## src/rtl/rstport_pkg.sv

```systemverilog
package rstport_pkg;

   typedef enum logic [1:0] {
      RK_NONE = 2'd0,
      RK_SOFT = 2'd1,
      RK_HARD = 2'd2
   } rst_kind_e;

   function automatic rst_kind_e classify(input logic req_old,
                                          input logic req_new,
                                          input logic sel_new);
      if (req_new && !req_old)
         return sel_new ? RK_HARD : RK_SOFT;
      return RK_NONE;
   endfunction

endpackage

```

## src/rtl/rstport_decode.sv

```systemverilog
module rstport_decode #(
   parameter int              ADDR_W     = 16,
   parameter logic [ADDR_W-1:0] PORT_ADDR  = 16'hCF9,
   parameter logic [ADDR_W-1:0] MATCH_MASK = '1
) (
   input  logic [ADDR_W-1:0] addr,
   input  logic              wr,
   input  logic              rd,
   output logic              wr_hit,
   output logic              rd_hit
);
   localparam logic [ADDR_W-1:0] FULL_MASK = '1;
   localparam bit                EXACT     = (MATCH_MASK == FULL_MASK);

   logic match;

   generate
      if (EXACT) begin : g_exact
         assign match = (addr == PORT_ADDR);
      end else begin : g_masked
         assign match = ((addr & MATCH_MASK) == (PORT_ADDR & MATCH_MASK));
      end
   endgenerate

   assign wr_hit = wr & match;
   assign rd_hit = rd & match;
endmodule

```

## src/rtl/rstport_store.sv

```systemverilog
module rstport_store #(
   parameter int               DATA_W    = 8,
   parameter logic [DATA_W-1:0] RESET_VAL = '0
) (
   input  logic              clk,
   input  logic              rst_n,
   input  logic              load,
   input  logic [DATA_W-1:0] d,
   output logic [DATA_W-1:0] q
);
   always_ff @(posedge clk or negedge rst_n) begin
      if (!rst_n)
         q <= RESET_VAL;
      else if (load)
         q <= d;
   end

   AST_HOLD_WHEN_IDLE: assert property (@(posedge clk) disable iff (!rst_n)
      !load |=> $stable(q));
endmodule

```

## src/rtl/rstport_pulse.sv

```systemverilog
module rstport_pulse
   import rstport_pkg::*;
(
   input  logic clk,
   input  logic rst_n,
   input  logic fire,
   input  logic req_old,
   input  logic req_new,
   input  logic sel_new,
   output logic hard_pulse,
   output logic soft_pulse
);
   rst_kind_e kind;

   always_comb begin
      kind = fire ? classify(req_old, req_new, sel_new) : RK_NONE;
   end

   always_ff @(posedge clk or negedge rst_n) begin
      if (!rst_n) begin
         hard_pulse <= 1'b0;
         soft_pulse <= 1'b0;
      end else begin
         hard_pulse <= (kind == RK_HARD);
         soft_pulse <= (kind == RK_SOFT);
      end
   end

   AST_ONE_PULSE_KIND: assert property (@(posedge clk) disable iff (!rst_n)
      $onehot0({hard_pulse, soft_pulse}));
   AST_HARD_SINGLE: assert property (@(posedge clk) disable iff (!rst_n)
      hard_pulse |=> !hard_pulse);
   AST_SOFT_SINGLE: assert property (@(posedge clk) disable iff (!rst_n)
      soft_pulse |=> !soft_pulse);
endmodule

```

## src/rtl/platform_reset_port.sv

```systemverilog
module platform_reset_port #(
   parameter int                ADDR_W     = 16,
   parameter int                DATA_W     = 8,
   parameter logic [ADDR_W-1:0] PORT_ADDR  = 16'hCF9,
   parameter logic [ADDR_W-1:0] MATCH_MASK = '1,
   parameter int                REQ_BIT    = 2,
   parameter int                SEL_BIT    = 1,
   parameter logic [DATA_W-1:0] RESET_VAL  = '0
) (
   input  logic              clk,
   input  logic              rst_n,
   input  logic [ADDR_W-1:0] io_addr,
   input  logic              io_wr,
   input  logic [DATA_W-1:0] io_wdata,
   input  logic              io_rd,
   output logic [DATA_W-1:0] io_rdata,
   output logic              hard_rst_pulse,
   output logic              soft_rst_pulse
);
   localparam logic [DATA_W-1:0] IDLE_READ = '0;

   generate
      if (REQ_BIT < 0 || REQ_BIT >= DATA_W) begin : g_bad_req
         $error("REQ_BIT outside the data word");
      end
      if (SEL_BIT < 0 || SEL_BIT >= DATA_W) begin : g_bad_sel
         $error("SEL_BIT outside the data word");
      end
      if (REQ_BIT == SEL_BIT) begin : g_bad_overlap
         $error("REQ_BIT and SEL_BIT must differ");
      end
      if (ADDR_W < 1 || DATA_W < 2) begin : g_bad_width
         $error("address or data width too small");
      end
   endgenerate

   logic              wr_hit;
   logic              rd_hit;
   logic [DATA_W-1:0] stored;

   rstport_decode #(
      .ADDR_W    (ADDR_W),
      .PORT_ADDR (PORT_ADDR),
      .MATCH_MASK(MATCH_MASK)
   ) u_decode (
      .addr  (io_addr),
      .wr    (io_wr),
      .rd    (io_rd),
      .wr_hit(wr_hit),
      .rd_hit(rd_hit)
   );

   rstport_store #(
      .DATA_W   (DATA_W),
      .RESET_VAL(RESET_VAL)
   ) u_store (
      .clk  (clk),
      .rst_n(rst_n),
      .load (wr_hit),
      .d    (io_wdata),
      .q    (stored)
   );

   rstport_pulse u_pulse (
      .clk       (clk),
      .rst_n     (rst_n),
      .fire      (wr_hit),
      .req_old   (stored[REQ_BIT]),
      .req_new   (io_wdata[REQ_BIT]),
      .sel_new   (io_wdata[SEL_BIT]),
      .hard_pulse(hard_rst_pulse),
      .soft_pulse(soft_rst_pulse)
   );

   assign io_rdata = rd_hit ? stored : IDLE_READ;

   AST_HARD_ON_EDGE: assert property (@(posedge clk) disable iff (!rst_n)
      hard_rst_pulse |-> (stored[REQ_BIT] && !$past(stored[REQ_BIT]) && stored[SEL_BIT]));
   AST_SOFT_ON_EDGE: assert property (@(posedge clk) disable iff (!rst_n)
      soft_rst_pulse |-> (stored[REQ_BIT] && !$past(stored[REQ_BIT]) && !stored[SEL_BIT]));
   AST_NO_REPEAT: assert property (@(posedge clk) disable iff (!rst_n)
      (stored[REQ_BIT] && $stable(stored[REQ_BIT])) |-> !(hard_rst_pulse || soft_rst_pulse));
   AST_IDLE_READ: assert property (@(posedge clk) disable iff (!rst_n)
      !io_rd |-> (io_rdata == IDLE_READ));
endmodule

```

## config.mk

```make
export PLATFORM = sky130hd
export DESIGN_NAME = platform_reset_port
export DESIGN_NICKNAME = d
export VERILOG_FILES = /design/src/rtl/rstport_pkg.sv /design/src/rtl/rstport_decode.sv /design/src/rtl/rstport_store.sv /design/src/rtl/rstport_pulse.sv /design/src/rtl/platform_reset_port.sv
export SDC_FILE = /design/constraint.sdc
export NUM_CORES = 1
export LEC_CHECK = 0
export BUFFER_PORTS_ARGS = -buffer_cell sky130_fd_sc_hd__buf_2
export CORE_AREA = 2 2 39 41
export DETAILED_ROUTE_END_ITERATION = 10
export DIE_AREA = 0 0 41 43
export GPL_TIMING_DRIVEN = 0
export PLACE_DENSITY = 0.76
export SLEW_MARGIN = 25
export SYNTH_ARGS = -nofsm -noshare
export SYNTH_HDL_FRONTEND = slang
export SYNTH_SLANG_ARGS = --single-unit
```

## constraint.sdc

```tcl
create_clock -name clk -period 2 [get_ports clk]
set_clock_uncertainty 0.1 [all_clocks]
set_input_delay 0 -clock clk [delete_from_list [all_inputs] [get_ports clk]]
set_output_delay 0 -clock clk [all_outputs]
set_load 0.02 [all_outputs]
```

# Yosys cells after proc, flatten, opt, wreduce, memory -nomap -nowiden

Index checks and enable logic that the tools add are counted.

Eq/ne operators: 3
Order comparisons: 0
Multiplexer cells: 6
Shift operators: 0
Reductions and logical operators: 2
Add/subtract/negate cells: 0
Div/mod/pow operators: 0
Bitwise logic cells: 2
Multipliers: 0

Operator list:

| operator                                         | count |
|---|---|
| == test 16 x 12 -> 1 bit (second input constant) | 1 |
| two-way mux 2 bit                                | 4 |
| two-way mux 8 bit                                | 1 |
| bitwise AND 1 bit                                | 2 |
| == test 2 x 1 -> 1 bit (second input constant)   | 1 |
| == test 2 bit (second input constant)            | 1 |
| logical AND 1 bit                                | 1 |
| zero test 1 bit                                  | 1 |
| two-way mux 1 bit                                | 1 |

Latch bits: 0
Bits in writable memories: 0
Memories: 0
Bits of input ports: 28
Word-level logic and storage cells: 16
Bits in registers: 10
Memory bits (read-only): 0
Output and inout port bits: 10

# Depth between registers and ports, before layout

Gate-level depths: netlist of run 1.

Depth after elaboration: 6
Depth in mapped cells: 4
Mapped depth without buffers: 4

# Cells and area by module

A second synthesis of run 1 with hierarchy kept.

Cells, all modules: 36
Area, all modules: 520.5 um2

Modules (own cells, without submodules):

| module              | area each (um2) | cells each | instances | seq. area each (um2) |
|---|---|---|---|---|
| rstport_store       | 331.6           | 17         | 1         | 200.2 |
| rstport_pulse       | 73.8            | 4          | 1         | 50.0 |
| rstport_decode      | 65.1            | 7          | 1         | 0.0 |
| platform_reset_port | 50.0            | 8          | 1         | 0.0 |

# Least setup slack after synthesis of run 1

OpenSTA, ideal clock, no wires.

Path kind: input-to-reg
Start: in io_addr[12]
End: reg u_store.q[0]
Stages: 4
Buffers on the path: 0
Setup slack: 451 ps
Required time: 1775 ps
Arrival time: 1324 ps
Setup time: 125 ps
Cells stage by stage: or4_4 > nor4_4 > nand2_4 > mux2_2

Longest elaborated chain between the ends: 2

RTL lines:

| item                     | RTL line                  | RTL |
|---|---|---|
| start: declaration       | platform_reset_port.sv:12 | `input logic [ADDR_W-1:0] io_addr,` |
| == test 16 x 12 -> 1 bit | rstport_decode.sv:19      | `assign match = (addr == PORT_ADDR);` |
| bitwise AND 1 bit        | rstport_decode.sv:25      | `assign wr_hit = wr & match;` |
| end signal: assignment   | rstport_store.sv:13       | `q <= RESET_VAL;` |
| end signal: assignment   | rstport_store.sv:15       | `q <= d;` |
| end: declaration         | rstport_store.sv:9        | `output logic [DATA_W-1:0] q` |

No other way between the ends.
A chain may end at the register's enable or synchronous reset.

# Worst setup path in the final report of run 1

Start: in io_addr[12]
End: reg u_pulse.hard_pulse

Longest elaborated chain between the ends: 4

RTL lines:

| item                     | RTL line             | RTL |
|---|---|---|
| == test 16 x 12 -> 1 bit | rstport_decode.sv:19 |  |
| bitwise AND 1 bit        | rstport_decode.sv:25 |  |
| two-way mux 2 bit        | rstport_pulse.sv:16  | `kind = fire ? classify(req_old, req_new, sel_new) : RK_NONE;` |
| == test 2 bit            | rstport_pulse.sv:24  | `hard_pulse <= (kind == RK_HARD);` |
| end signal: assignment   | rstport_pulse.sv:24  |  |
| end: declaration         | rstport_pulse.sv:10  | `output logic hard_pulse,` |

No other way between the ends.

==> results of run 1 <==
-- sequential cells by signal, summed over array words and instances, names as in the netlist --
signal	count
u_store.q	8
u_pulse.hard_pulse	1
u_pulse.soft_pulse	1
-- cell usage in the layout, fill, tap and decap left out, drive strengths merged --
master / n
nor4: 3
clkbuf: 3
dlygate4sd3: 11
mux2: 8
nand4b: 2
buf: 37
inv: 2
and3: 8
or4: 1
nand2: 1
dfrtp: 10
nand4bb: 1
-- final cells by class --
class                   count  area [um^2]
repair buffers             48          295
multi-input cells          24          235
flip-flops and latches     10          250
fillers                   133          553
clock buffers               3         22.5
inverters                   2         7.51
well taps                  16         20.0
-- routing by layer --
metal | wire [um] | vias up
met2 | 704 | 14
met5 | 0 | -
li1 | - | 238
met3 | 55 | 4
met1 | 399 | 232
met4 | 42 | 0
-- final timing paths --
check	startpoint	to	slack, ps	cells past startpoint
setup / recovery	io_addr[12]	u_pulse.hard_pulse	140	6
hold / removal	rst_n	u_pulse.hard_pulse	20	2
setup reg to reg	u_store.q[2]	u_pulse.hard_pulse	580	2
hold reg to reg	u_store.q[4]	u_store.q[4]	400	1
max in group asynchronous	rst_n	u_store.q[3]	1600	2
min in group clk	io_wr	u_store.q[4]	60	3
-- power groups by stage --
stage	combinational [mW]	sequential (mW)	clock [mW]
global route	0.0565	0.202	0.146
floorplan	0.00566	0.206	0
CTS	0.0504	0.202	0.141
detailed placement	0.0373	0.206	0
finish	0.0503	0.202	0.134
global placement	0.0362	0.206	0
-- kinds of logic after synthesis --
logic type,after synthesis,share of synthesized area
muxes,8,0.183
DFF,10,0.508
and+or+nand+nor,16,0.294
buffers and inverters,2,0.0152
-- stage by stage --
stage                     setup WS, ps  instance area, um^2
after CTS                         67.4                  831
after global placement             201                  698
final                              136                  831
after global routing              5.26                  831
after floorplan                    451                  493
after detailed placement           183                  698
-- what timing repair did --
action,in CTS,in global routing
hold buffers,11,0
endpoints found under the setup margin,0,2
hold endpoints to repair,20,0
-- cell usage after synthesis --
library cell,count
and3_2,8
dfrtp_1,10
inv_1,2
mux2_2,8
nand2_4,1
nand4b_1,2
nand4bb_1,1
nor4_1,2
nor4_4,1
or4_4,1
==> metrics, run 1 <==
status=finished clean; core area=1380 um^2; CP arrival=approximately 2000 ps; io pins=38; period utilization=0.932; drt first-iter violations=1; final number of setup-violating endpoints=0; Max Cap Viol=0; routed vias/inst=4.74; RSZ-0062 raised after global routing=no; post-route insts no fill=just over 100; CP peak stage delay=580 ps; final core occ=0.600; # H-tree levels=1; DR vias=488; Seq/Total Area, Yosys=0.508; Post-Syn Area=between 400 and 500 um^2; Final Max Slew Viols=0; largest net degree at the start of global routing=11; chip width=41 um; gr ovfl total=0; grt met3 use=0.0471; Tot GR Track Use=0.173; Syn-to-layout area delta=68.5%; CTS Buffer Depth=2; Syn. warnings=0; DRT antenna net count=0; met2 GRT Util=0.322; root buffer cell=clkbuf_4; layout cell share with drive strength beyond 1=0.678; Synth top area share=0.508; GR peak layer=met2; Yosys reg bits=10; clock network power share=0.346; Placer Congestion=0.646; CP Buf/Inv Count=2; Routed WL=roughly 1200 um; largest cells by area after synthesis=dfrtp_1 51%, mux2_2 18%, and3_2 12%; Peak Freq=0.537 GHz; Sink Count=10; vias in the first global route=503; delay-heaviest family, CP=simple AND/OR/NAND/NOR gates; combinational share of power=0.130; syn avg cell area=13.7 um^2; syn_nets=64; # diodes=0; P_sw=between 80 and 90 uW; Cell Pwr Density=465 nW/um^2; worst hold path class=primary input to asynchronous set/reset pin; Worst-Skew Late Latency=260 ps; relative slew slack=0.670; initial antenna violation count=0; Row Count=14; fin nets=117; first-pass GRT wire length=1920 um; slowest CP cell=dlygate4sd3_1; die area=1760 um^2; Synth Instances=36; Data required, critical path=approximately 2100 ps; TNS Setup=0 ps; die height=43 um; Design Power=386 uW; Starting Density=0.356; worst-path fanout max=10; sequential power share=0.524; met1 usage=0.135; Setup CP Type=primary input to flop; 1st-pass router iterations=2; Startpoint Class=primary input; # port buffers=37; post-synth top area cell=dfrtp_1; Cell Chain, Critical Path=buf_2 -> or4_4 -> nor4_4 -> nand2_4 -> nor4_1 -> dlygate4sd3_1; hold slack=17.9 ps; Peak VDD IR=0.000339 V; fin crit period=1860 ps; Reg clk slew, reported paths=roughly 60 ps; CTS buffer count=3; DRC violations left=0; CTS tree=built; routed wire length per instance=11.7 um; crit end category=flop; Int Power=slightly above 300 uW; Post-CTS Resized=0; Fin. Hold Viols=0; post-CTS setup buffers=0; Switching Share=0.211; post-synthesis cell type count=10; number of cells after detailed placement=89; worst slew pin tran=491 ps; leakage power=0.501 nW
(Power assumes the default switching activity.)
==> inputs of run 2 (changes only) <==
--- a/config.mk
+++ b/config.mk
@@ -5,12 +5,11 @@
 export SDC_FILE = /design/constraint.sdc
 export NUM_CORES = 1
 export LEC_CHECK = 0
-export BUFFER_PORTS_ARGS = -buffer_cell sky130_fd_sc_hd__buf_2
 export CORE_AREA = 2 2 39 41
 export DETAILED_ROUTE_END_ITERATION = 10
 export DIE_AREA = 0 0 41 43
+export DONT_BUFFER_PORTS = 1
 export GPL_TIMING_DRIVEN = 0
-export PLACE_DENSITY = 0.76
 export SLEW_MARGIN = 25
 export SYNTH_ARGS = -nofsm -noshare
 export SYNTH_HDL_FRONTEND = slang
==> metrics, run 2 (synthesis gave the netlist of run 1 again) <==
1st-pass router iterations=4; Largest regs=u_store.q: 8 flops, u_pulse.hard_pulse: 1 flops, u_pulse.soft_pulse: 1 flops; Routed WL=1090 um; hold slack=~27 ps; Tot GR Track Use=0.134; Peak Freq=0.599 GHz; core area=approximately 1400 um^2; DR vias=roughly 380; RSZ-0062 raised after global routing=no; worst hold path class=primary input to asynchronous set/reset pin; Startpoint Class=primary input; # diodes=0; relative slew slack=0.688; Final Max Slew Viols=0; CTS tree=built; Starting Density=0.356; Cell Pwr Density=~590 nW/um^2; die area=1760 um^2; Reg clk slew, reported paths=60 ps; Top reg by flops=u_store.q; routed vias/inst=about 5.4; Data required, critical path=2090 ps; CTS Buffer Depth=2; worst-path fanout max=10; # H-tree levels=1; gr ovfl total=0; TNS Setup=0 ps; status=finished clean; largest net degree at the start of global routing=11; worst slew pin tran=467 ps; Cell Chain, Critical Path=or4_4 -> nor4_4 -> nand2_4 -> nor4_1 -> dlygate4sd3_1; DRT antenna net count=0; final number of setup-violating endpoints=0; Worst-Skew Late Latency=~260 ps; CP peak stage delay=610 ps; routed wire length per instance=15.6 um; Setup CP Type=primary input to flop; drt first-iter violations=3; vias in the first global route=a little over 400; chip width=41 um; first-pass GRT wire length=1500 um; CP arrival=1760 ps; DRC violations left=0; Placer Congestion=0.700; fin crit period=1670 ps; most frequent cells in the layout=12 x dlygate4sd3_1, 10 x dfrtp_1, 8 x and3_2, 8 x mux2_2, 3 x clkbuf_4; initial antenna violation count=0; CTS buffer count=3; Syn-to-layout area delta=38.8%; Fin. Hold Viols=0; commonest non-fill, non-tap cell in the layout=dlygate4sd3_1; slowest CP cell=dlygate4sd3_1; worst-case reg-to-reg path depth=2; layout cell share with drive strength beyond 1=0.463; io pins=38; Sink Count=10; period utilization=0.835; root buffer cell=clkbuf_4; Row Count=14; fin nets=83; Largest register FFs=8; leakage power=0.361 nW; die height=about 43 um; Max Cap Viol=0; crit end category=flop; Peak VDD IR=0.000357 V; # port buffers=0
run 2: where the power goes:
group	switching [mW]	total [mW]	internal [mW]
sequential	0.0000306	0.202	0.202
clock	0.0660	0.176	0.110
combinational	0.00999	0.0265	0.0165
run 2: routing by layer:
metal / GRT usage / wire length [um]
met5: 0 / 0
met1: 0.0884 / 365
met2: 0.244 / 574
met4: 0.0800 / 5
met3: 0.0785 / 147
run 2: metrics by stage:
| stage | instances | util | area (um^2) | total power, mW | worst slack, ps |
|---|---|---|---|---|---|
| 3_3_place_gp | 52 | 0.371 | 513 | 0.212 | 314 |
| 3_5_place_dp | 52 | 0.371 | 513 | 0.212 | 263 |
| 2_1_floorplan | 36 | - | 493 | 0.212 | 451 |
| 5_1_grt | 70 | 0.495 | 684 | 0.423 | 220 |
| 6_report | 70 | 0.495 | 684 | 0.405 | 331 |
| 4_1_cts | 68 | 0.484 | 669 | 0.411 | 117 |
run 2: worst paths after layout:
path	to	slack [ps]	from
setup / recovery	u_pulse.soft_pulse	330	io_addr[12]
hold / removal	u_store.q[0]	30	rst_n
setup reg to reg	u_pulse.soft_pulse	490	u_store.q[2]
hold reg to reg	u_store.q[6]	400	u_store.q[6]
max in group asynchronous	u_pulse.hard_pulse	1450	rst_n
min in group clk	io_rdata[5]	100	io_rd
run 2: final cells by class:
type / count / area [um^2]
Inverter: 2 / 7.51
Timing Repair Buffer: 14 / 135
Sequential cell: 10 / 250
Tap cell: 16 / 20.0
Clock buffer: 4 / 36.3
Multi-Input combinational cell: 24 / 235
Fill cell: 128 / 699
run 2: critical path: cells and delay by family:
family	cells	cell delay, ps
AND/OR/NAND/NOR	4	1140
buffers and inverters	1	610
run 2: what timing repair did:
action / in CTS / in global routing
endpoints found under the hold margin: 20 / 0
endpoints found under the setup margin: 0 / 2
gates resized for setup: 0 / 0
setup buffers: 0 / 2
hold buffers: 12 / 0
